`src/rtl/kbd_cmd_responder.sv`:
```
module kbd_cmd_responder #(
  parameter int DEPTH = 16
) (
  input  logic       clk,
  input  logic       rst,
  input  logic       cmd_valid,
  input  logic [7:0] cmd_byte,
  input  logic       key_valid,
  input  logic       key_release,
  input  logic       key_caps,
  input  logic       key_num,
  input  logic [7:0] key_code,
  input  logic       rd_en,
  output logic       rx_avail,
  output logic [7:0] rx_data
);
  localparam int PW = $clog2(DEPTH);
  localparam int CW = $clog2(DEPTH + 1);

  logic [7:0]    mem [DEPTH];
  logic [PW-1:0] rptr, wptr;
  logic [CW-1:0] cnt;
  logic          skip;
  logic [1:0]    caps_st, num_st;

  function automatic logic [PW-1:0] nxt(input logic [PW-1:0] p);
    return (p == PW'(DEPTH - 1)) ? '0 : p + 1'b1;
  endfunction

  wire empty    = (cnt == '0);
  wire full     = (cnt == CW'(DEPTH));
  wire cmd_go   = cmd_valid && !rd_en;
  wire cmd_live = cmd_go && !skip;
  wire do_reset = cmd_live && (cmd_byte == 8'h01);
  wire do_query = cmd_live && (cmd_byte == 8'h07 || cmd_byte == 8'h0F);
  wire do_led   = cmd_live && (cmd_byte == 8'h0E);

  wire       lock_key = key_caps || key_num;
  wire [1:0] lk_cur   = key_caps ? caps_st : num_st;
  wire [1:0] lk_nxt   = lk_cur ^ (key_release ? 2'b10 : 2'b01);
  wire       key_drop = lock_key && (key_release ? (lk_nxt == 2'b11) : (lk_nxt == 2'b10));
  wire       key_go   = key_valid && !rd_en && !cmd_valid;
  wire       key_push = key_go && !key_drop && !full;
  wire [7:0] key_byte = key_release ? (key_code | 8'h80) : key_code;

  assign rx_data = empty ? 8'h00 : mem[rptr];

  always_ff @(posedge clk) begin
    if (do_reset) begin
      mem[PW'(0)] <= 8'hFF;
      mem[PW'(1)] <= 8'h04;
      mem[PW'(2)] <= 8'h7F;
    end else if (do_query) begin
      mem[PW'(0)] <= 8'hFE;
      mem[PW'(1)] <= 8'h21;
    end else if (key_push) begin
      mem[wptr] <= key_byte;
    end
  end

  always_ff @(posedge clk) begin
    if (rst) begin
      rptr     <= '0;
      wptr     <= '0;
      cnt      <= '0;
      skip     <= 1'b0;
      caps_st  <= 2'b00;
      num_st   <= 2'b00;
      rx_avail <= 1'b0;
    end else if (rd_en) begin
      if (!empty) begin
        rptr <= nxt(rptr);
        cnt  <= cnt - 1'b1;
      end
      rx_avail <= (cnt > CW'(1));
    end else if (do_reset) begin
      rptr     <= '0;
      wptr     <= PW'(3);
      cnt      <= CW'(3);
      rx_avail <= 1'b1;
    end else if (do_query) begin
      rptr     <= '0;
      wptr     <= PW'(2);
      cnt      <= CW'(2);
      rx_avail <= 1'b1;
    end else if (cmd_go) begin
      if (skip)        skip <= 1'b0;
      else if (do_led) skip <= 1'b1;
    end else if (key_go) begin
      if (key_caps)     caps_st <= lk_nxt;
      else if (key_num) num_st  <= lk_nxt;
      if (key_push) begin
        wptr     <= nxt(wptr);
        cnt      <= cnt + 1'b1;
        rx_avail <= 1'b1;
      end
    end
  end

  // input assumption: exclusive strobes
  input_excl_chk: assert property (@(posedge clk) disable iff (rst)
    $onehot0({cmd_valid, key_valid, rd_en}) && !(key_valid && key_caps && key_num));


  cnt_bound_chk: assert property (@(posedge clk) disable iff (rst)
    cnt <= CW'(DEPTH));


  reset_cmd_chk: assert property (@(posedge clk) disable iff (rst)
    cmd_valid && !rd_en && !skip && cmd_byte == 8'h01
    |=> rx_data == 8'hFF && rx_avail && cnt == CW'(3));


  query_cmd_chk: assert property (@(posedge clk) disable iff (rst)
    cmd_valid && !rd_en && !skip && (cmd_byte == 8'h07 || cmd_byte == 8'h0F)
    |=> rx_data == 8'hFE && rx_avail && cnt == CW'(2));


  led_skip_chk: assert property (@(posedge clk) disable iff (rst)
    cmd_valid && !rd_en && skip |=> !skip && cnt == $past(cnt));


  full_drop_chk: assert property (@(posedge clk) disable iff (rst)
    key_valid && !cmd_valid && !rd_en && cnt == CW'(DEPTH) |=> cnt == CW'(DEPTH));


  empty_zero_chk: assert property (@(posedge clk) disable iff (rst)
    cnt == '0 |-> rx_data == 8'h00);


  avail_cnt_chk: assert property (@(posedge clk) disable iff (rst)
    rx_avail |-> cnt != '0);


  reread_chk: assert property (@(posedge clk) disable iff (rst)
    rd_en && cnt > CW'(1) |=> rx_avail);
endmodule

```
`config.mk`:
```
export PLATFORM = sky130hd
export DESIGN_NAME = kbd_cmd_responder
export DESIGN_NICKNAME = d
export VERILOG_FILES = /design/src/rtl/kbd_cmd_responder.sv
export SDC_FILE = /design/constraint.sdc
export NUM_CORES = 1
export LEC_CHECK = 0
export ABC_AREA = 1
export BUFFER_PORTS_ARGS = -buffer_cell sky130_fd_sc_hd__buf_2
export CAP_MARGIN = 10
export CORE_MARGIN = 5
export CORE_UTILIZATION = 50
export CTS_BUF_LIST = sky130_fd_sc_hd__clkbuf_8
export DETAILED_ROUTE_END_ITERATION = 12
export GPL_TIMING_DRIVEN = 0
export PLACE_DENSITY = 0.67
export SLEW_MARGIN = 20
export SYNTH_ARGS = -nofsm -noshare
export SYNTH_HDL_FRONTEND = slang
export SYNTH_SLANG_ARGS = --single-unit
```
`constraint.sdc`:
```
create_clock -name clk -period 4.4 [get_ports clk]
set_input_delay 0.88 -clock clk [delete_from_list [all_inputs] [get_ports clk]]
set_output_delay 0.88 -clock clk [all_outputs]
set_load 0.03 [all_outputs]
```
-- Word-level counts from Yosys, hierarchy flattened
Memories as Yosys holds them, arrays and structs flattened. A register that Yosys moved wholly into a read port is not among the register bits.
Index checks and enable logic that the tools add are counted.
- bits in writable memories: 128
- word-level logic and storage cells: 111
- flip-flop bits (word level): 19
- memories kept: 1
- output and inout port bits: 9
- input bits: 24
- memory list (memory ; words ; width ; rd ports ; clocked after memory_dff ; write ports ; line ; RTL):
    mem ; 16 ; 8 ; 1 ; 1 ; 3 ; 20 ; logic [7:0] mem [DEPTH];
- $add $sub $neg: 4
- multiplexer cells: 47
- eq/ne operators: 12
- bitwise gates (word level): 8
- magnitude comparators: 1
- reductions and logical operators: 31
- operators by type and width (kind ; count):
    $mux W4 ; 14
    $mux W8 ; 5
    $mux W5 ; 7
    $mux W1 ; 19
    $eq A8 B4 Y1 const B ; 2
    $reduce_and A4 Y1 ; 3
    $logic_and A1 B1 Y1 ; 10
    $reduce_bool A3 Y1 ; 3
    $add A4 B1 Y4 const B ; 2
    $eq A4 B4 Y1 const B ; 2
    $eq A8 B1 Y1 const B ; 1
    $eq A8 B3 Y1 const B ; 1
    $reduce_bool A4 Y1 ; 2
    $reduce_or A8 Y1 ; 1
    $reduce_and A7 Y1 ; 1
    $reduce_and A6 Y1 ; 1
    $add A5 B1 Y5 const B ; 1
    $eq A5 B5 Y1 const B ; 1
    $gt A5 B1 Y1 const B ; 1
    $logic_not A1 Y1 ; 5
    $logic_not A5 Y1 ; 1
    $not A1 Y1 ; 5
    $sub A5 B1 Y5 const B ; 1
    $eq A2 B2 Y1 const B ; 2
    9 further kinds ; 12

-- Depth between registers and ports, before layout
Gate-level depths: netlist of run 1.
- word-level depth: 14
- mapped depth: 12
- depth with buffers taken out: 11

-- Worst setup path before layout of run 1
No wires, ideal clock.
- path kind: input to register
- from: input rd_en
- to: memory mem[3][0], enable pin
- required time: 4017 ps
- library setup time: 383 ps
- setup slack: 1835 ps
- arrival: 2181 ps
- stages: 10
- buffers on the path: 1
- cell sequence: buf_6 inv_8 nand3_1 inv_1 nand2_1 inv_1 nand2_2 inv_2 nand2_1 nor3_1
- RTL lines (element ; line ; RTL):
    start: declaration ; 13 ; input logic rd_en,
    end: declaration ; 20 ;

==> results.md, run 1 <==
* Post-CTS setup buffer count at 0
* Synth Cell Area at 6749 um2
* Hold path depth at 2
* Initial Util at ~51%
* Data arrival, critical path at around 2.5 ns
* Number of diodes at 0
* Setup_tns at 0 ns
* DR WL/cell at 19.70 um
* CTS tree: built
* Layout area overhead at 12.50%
* Syn Nets at 641
* Via total after detailed routing at a little under 5,000
* Finish-stage setup viols at 0
* Drt drc at 0
* Design Area, Final at 7592 um2
* CP max-delay cell: buf_1
* Htree depth at 4
* Number of global-route vias before repair at 4,819
* Compound-Gate Fraction of Synth Area at approximately 16%
* Unique masters post-synth at 36
* DR iter-0 viols at 534
* Clk buf depth at 2
* Max-slew violations at 0
* Final hold vios at 0
* Global Route Usage Sum at approximately 22%
* Mux cell area share after synthesis at 0%
* Synth Area in Simple Gates at between 10% and 20%
* Core ar. at about 13,000 um2
* Delay-heaviest family, CP: buffers and inverters
* Row count at 42
* Crit path largest cell delay at 0.55 ns
* I/O pin total at 33
* Largest family of logic cells by synthesized area: compound AO/OA/AOI/OAI gates
* WP data required at around 3.5 ns
* Clock Skew at 0.009481 ns
* CP Depth at 7
* Share of layout cells above drive strength 1 at around 14%
* Overall power at about 3.2 mW
* Hpwl dp at around 12 mm
* Die ar. at 15,920 um2
* Synth Area in XOR/XNOR at between 1 and 1.5%
* Die X at 126.2 um
* Post-synthesis sequential area ratio at around 64%
* Power per cell area at 422.5 nW/um2
* Clk Tree Root Cell: clkbuf_8
* Drt first pass iters at 5
* Final ANT Viol Nets at 0
* Congestion Overflow GR at 0
* Clk slew on worst S/H paths at about 0.08 ns
* Post-place instance area at 7124 um2
* WP buf/inv at 3
* Cts bufs inserted at 17
* CTS sink cnt at 151
* Ys Warns at 0
* RSZ-0062 raised after global routing: false
* Max transition margin at ~41%
* RePlAce Congestion at 0.9545
* Max VDD drop at around 260 uV
* Final min period at 3.414 ns
* Period utilization at 77.59%
* Global-route wire length before repair at between 20 and 30 mm
* R2R depth at 9
* Vias/cell at roughly 5.7
* Worst min path class: flip-flop to flip-flop
* Critical Path Fanout Max at 10
* Mapped Avg Cell Area at 11.10 um2
* Antenna violations before repair at 0
* CP cell instances: inv_2 > buf_1 > o21bai_1 > o221ai_1 > nand3_1 > a21oi_1 > buf_2
* CTS hold repair buffers at 0
* Startpoint types: flip-flop
* Final Net Count at roughly 700
* Fmax at ~290 MHz
* Status: completed
* Cts repair resizes at 0
* Worst slew pin tran at slightly below 0.9 ns
* Final WL at approximately 17 mm
* Worst-Skew Late Latency at ~0.45 ns
* CP Class: flip-flop to output pin
* Leak at 2.762 nW
* Mapped Cells at a little over 600
* Fillers at roughly 1,100
* Adder-cell share of the synthesized area at 1.669%
* Flops & latches, synth at about 150
* Crit path capture type: output pin
* Die Height at around 130 um
* Largest net degree at the start of global routing at 17
* PortBufs at 31
* Max-cap violation count at 0
==> sequential cells by signal, summed over array words and instances (netlist names), named ones only <==
name	count
num_st	2
caps_st	2
rptr	4
rx_avail	1
cnt	5
mem	128
wptr	4
skip	1
==> cells by family after synthesis <==
logic type	Yosys count
buffers and inverters	74
adder cells (fa/ha/maj)	9
flip-flops	151
AO/OA/AOI/OAI	160
XOR/XNOR	8
AND/OR/NAND/NOR	206
==> power by group <==
part / internal [mW] / switching, mW
Sequential: 1.56 / 0.0164
Combinational: 0.126 / 0.292
Clock: 0.701 / 0.507
==> placed cells by master (no fill, tap or decap), drive strengths merged, types with 8 or more instances in the layout <==
cell type / instances
o21ai: 50
o211ai: 24
nand2: 68
inv: 46
o221ai: 8
o21a: 25
o21bai: 32
nand3: 41
dfxtp: 23
ha: 9
clkbuf: 33
buf: 45
a21oi: 19
nor2: 87
edfxtp: 128
==> worst reg2reg max path, cell delays in order, from the launching register on <==
cell	delay, ns
dfxtp_1	0.41
inv_1	0.12
ha_1	0.24
nand3_1	0.12
nand2_1	0.06
inv_1	0.06
nand2_2	0.10
inv_2	0.13
nand2_1	0.15
nor2_1	0.70
==> cells in the mapped netlist (all sizes together) <==
cell,instances,share of area (%)
edfxtp,128,57
nor2,87,5.0
nand2,68,4.1
o21ai,50,3.9
inv,46,2.7
nand3,41,3.4
o21bai,32,3.6
o21a,25,2.8
o211ai,24,2.7
dfxtp,23,6.8
a21oi,19,1.5
buf,14,1.1
clkbuf,14,0.78
ha,9,1.7
o221ai,8,1.0
xor2,7,0.91
nor3,3,0.22
or2,3,0.28
a31oi,2,0.19
nand4,2,0.19
and3,1,0.093
nand3b,1,0.11
xnor2,1,0.13
==> cell type report <==
class | instances | area (um2) | area share, %
Buffer | 28 | 126.4 | 1.664
Clock buffer | 19 | 261.5 | 3.444
Inverter | 46 | 180.2 | 2.373
Clock inverter | 13 | 201.4 | 2.653
Timing Repair Buffer | 31 | 155.1 | 2.044
Multi-Input combinational cell | 383 | 2143 | 28.23
Sequential cell | 151 | 4304 | 56.69
Tap cell | 176 | 220.2 | 2.900
==> layer usage <==
metal	global-route usage, %	wire length (um)	vias up
met1	27.71	6649	2308
met2	35.43	8216	227
met3	4.488	1246	42
met5	0	0	-
met4	9.968	573	0
li1	-	-	2257
==> worst paths after layout <==
check	slack, ns	start	endpoint
max	0.99	flip-flop	rx_data[6]
min	0.48	num_st[1]	num_st[1]
max reg2reg	1.93	cnt[0]	mem[6][2]
min reg2reg	0.48	num_st[1]	num_st[1]
==> through the flow <==
| stage | setup slack (ns) | std cells | hold slack [ns] | util, % |
|---|---|---|---|---|
| 2_1_floorplan | 1.835 | 608 | 0.4431 | - |
| 3_3_place_gp | 1.343 | 815 | 0.4602 | 53.80 |
| 3_5_place_dp | 1.299 | 815 | 0.4658 | 53.80 |
| 4_1_cts | 1.059 | 847 | 0.4784 | 57.29 |
| 5_1_grt | 0.8987 | 847 | 0.5098 | 57.33 |
| 6_report | 0.9860 | 847 | 0.4757 | 57.33 |
(Power assumes the default switching activity.)
==> run 2: changes to the inputs <==
--- a/config.mk
+++ b/config.mk
@@ -5,7 +5,7 @@
 export SDC_FILE = /design/constraint.sdc
 export NUM_CORES = 1
 export LEC_CHECK = 0
-export ABC_AREA = 1
+export ABC_AREA = 0
 export BUFFER_PORTS_ARGS = -buffer_cell sky130_fd_sc_hd__buf_2
 export CAP_MARGIN = 10
 export CORE_MARGIN = 5
==> constraint.sdc (replaced) <==
create_clock -name clk -period 3.35 [get_ports clk]
set_input_delay 0.67 -clock clk [delete_from_list [all_inputs] [get_ports clk]]
set_output_delay 0.67 -clock clk [all_outputs]
set_load 0.03 [all_outputs]
==> run 2 against run 1 <==
  * Sequential power grew 32%
  * Combinational power grew 59%
  * Die area shrank 1.5%
==> results.md, run 2 <==
* Seq pwr share at 50.2%
* Final WS setup at around 0.12 ns
* Final core area utilization at 56.85%
* Cells after DPL at around 610
* Largest register FFs at between 100 and 150
* I/O pin total at 33
* Number of global-route vias before repair at 3,879
* Count leader, synth: edfxtp_1
* Max VDD drop at 250.1 uV
* Delay-heaviest family, CP: multiplexers
* Syn Nets at 430
* Die Height at between 100 and 150 um
* DR WL/cell at roughly 21 um
* PortBufs at 31
* Final min period at about 3.2 ns
* Non-filler cells, final at between 600 and 700
* Final WL at approximately 13 mm
* WP buf/inv at 3
* Worst min path class: flip-flop to flip-flop
* CTS tree: built
* Htree depth at 4
* Max-cap violation count at 0
* Switching power at roughly 1.0 mW
* Die X at around 130 um
* Power per cell area at between 500 and 600 nW/um2
* Max-slew violations at 0
* Period utilization at between 90% and 100%
* Synth Flop Type: edfxtp_1
* Via total after detailed routing at between 3,000 and 4,000
* Top Registers: mem: 128 flops, cnt: 5 flops
* Post-CTS setup buffer count at 0
* Commonest non-fill, non-tap cell in the layout: edfxtp_1
* Mapped Cells at around 400
* Leak at 2.485 nW
* Sequential cell area at approximately 4300 um2
* RSZ-0062 raised after global routing: false
* Cts bufs inserted at 17
* Max transition margin at 50.44%
* Biggest register: mem
* Post-synthesis sequential area ratio at about 65%
* Crit path largest cell delay at just over 0.6 ns
* Status: completed
* Multi-input gate area at between 2000 and 2500 um2
* Vias/cell at 5.720
* Ys Warns at 0
* Fmax at between 300 and 400 MHz
* Internal at 3.129 mW
* Sw Ratio at 24.82%
* Flops & latches, synth at 151
* CP max-delay cell: mux4_1
* Global Route Usage Sum at between 15 and 20%
* EDFF count, synth at roughly 130
* Crit-path most repeated cell: buf_6
* Clk slew on worst S/H paths at 0.07 ns
* Finish-stage setup viols at 0
* Fillers at 1,040
* Congestion Overflow GR at 0
* Row count at 42
* Layout area overhead at 12.52%
* Most frequent cells in the layout: 128 x edfxtp_1, 34 x buf_2, 24 x mux4_1
* Crit path capture type: output pin
* Number of diodes at 0
* Final ANT Viol Nets at 0
* Drt drc at 0
* Mapped Avg Cell Area at between 15 and 20 um2
* Largest area contributor in the netlist: edfxtp_1
* Ys async rst share at 0%
* Die ar. at around 16,000 um2
* Worst slew pin tran at about 0.73 ns
* Critical Path Fanout Max at 10
* Final Net Count at roughly 480
* Core ar. at approximately 13,000 um2
* Drt first pass iters at 5
* WP data required at between 2 and 3 ns
* Clk Tree Root Cell: clkbuf_8
* CTS sink cnt at between 150 and 200
* Startpoint types: flip-flop
* Share of layout cells above drive strength 1 at 22.89%
* Combinational power share at 15.9%
* Synth Cell Area at 6638 um2
* Final hold vios at 0
* Data arrival, critical path at about 2.6 ns
* Most frequent cells after synthesis: 128 x edfxtp_1, 24 x mux4_1, 23 x dfxtp_1, 17 x and2_1
* Synth area leaders: edfxtp_1 58%, mux4_1 9.5%, dfxtp_1 6.9%
* Antenna violations before repair at 0
* Hpwl dp at between 9 and 10 mm
* Worst-Skew Late Latency at between 0.4 and 0.5 ns
* Setup WS pre-CTS at between 0.3 and 0.4 ns
* Setup_tns at 0 ns
* Post-synth top area share at between 50% and 60%
* RePlAce Congestion at 0.9068
* Initial Util at approximately half
* Unique masters post-synth at between 50 and 60
* Clock share of power at 33.8%
* DR iter-0 viols at around 280
* WHS at 0.5032 ns
* Clock Skew at around 0.013 ns
* CP cell instances: buf_6 > buf_6 > mux4_1 > mux4_2 > and2_1 > buf_2
* CP Class: flip-flop to output pin
* Clk buf depth at 2
* Largest net degree at the start of global routing at 17
* Global-route wire length before repair at around 21 mm
==> run 2: changes by cell type after synthesis, moves of 24 or more <==
cell,delta
inv_1,-28
mux4_1,+24
nand2_1,-48
nand3_1,-31
nor2_1,-69
o21ai_0,-39
o21bai_1,-32
==> run 2: final timing paths <==
path | startpoint | end | slack (ns) | depth (start not counted)
worst min-delay path | skip | skip | 0.50 | 2
worst min register to register | skip | skip | 0.50 | 2
worst max-delay path | flip-flop | rx_data[0] | 0.12 | 6
worst max register to register | cnt[0] | mem[8][7] | 0.73 | 6
==> run 2: logic make-up after synthesis <==
family	share of synthesized area, %
flops	64.84
simple gates	9.274
compound gates	5.957
fa+ha+maj	1.697
mux	15.08
buf+inv	2.356
xor+xnor	0.7917
==> run 2: layer usage <==
metal | global-route usage [%] | routed length, um | vias to the layer above
li1 | - | - | 1725
met2 | 30.81 | 6934 | 83
met3 | 4.648 | 462 | 13
met5 | 0 | 0 | -
met1 | 21.43 | 5545 | 1834
met4 | 6.186 | 191 | 0
==> run 2: worst register-to-register path: cells and delay by family, from the launching register on <==
family	cells	cell delay (ns)
AND/OR/NAND/NOR	2	0.91
AO/OA/AOI/OAI	2	0.49
flip-flops	1	0.43
adder cells (fa/ha/maj)	1	0.28
buffers and inverters	1	0.14
==> run 2: layout make-up <==
type / instances / area share, %
Timing Repair Buffer: 35 / 2.479
Inverter: 12 / 0.6031
Sequential cell: 151 / 57.63
Multi-Input combinational cell: 215 / 29.42
Buffer: 19 / 1.541
Clock buffer: 17 / 3.133
Clock inverter: 14 / 2.245
Tap cell: 176 / 2.949
==> run 2: metrics by stage <==
| stage | area (um2) | total power, mW |
|---|---|---|
| after global routing | 7468 | 4.337 |
| after global placement | 7013 | 2.783 |
| after CTS | 7467 | 4.195 |
| after floorplan | 6638 | 2.602 |
| after detailed placement | 7063 | 2.799 |
| final | 7468 | 4.162 |
==> run 2: repair_timing <==
item / 4_1_cts / 5_1_grt
resized for setup: 2 / 2
hold buffers: 0 / 0
endpoints found under the setup margin: 8 / 4
pin swaps: 0 / 0
==> run 2: power by group through the flow <==
stage,Sequential (mW),Clock (mW),Combinational (mW)
3_3_place_gp,2.13,0,0.651
4_1_cts,2.09,1.44,0.669
3_5_place_dp,2.13,0,0.666
5_1_grt,2.09,1.53,0.714
2_1_floorplan,2.13,0,0.471
6_report,2.09,1.41,0.663
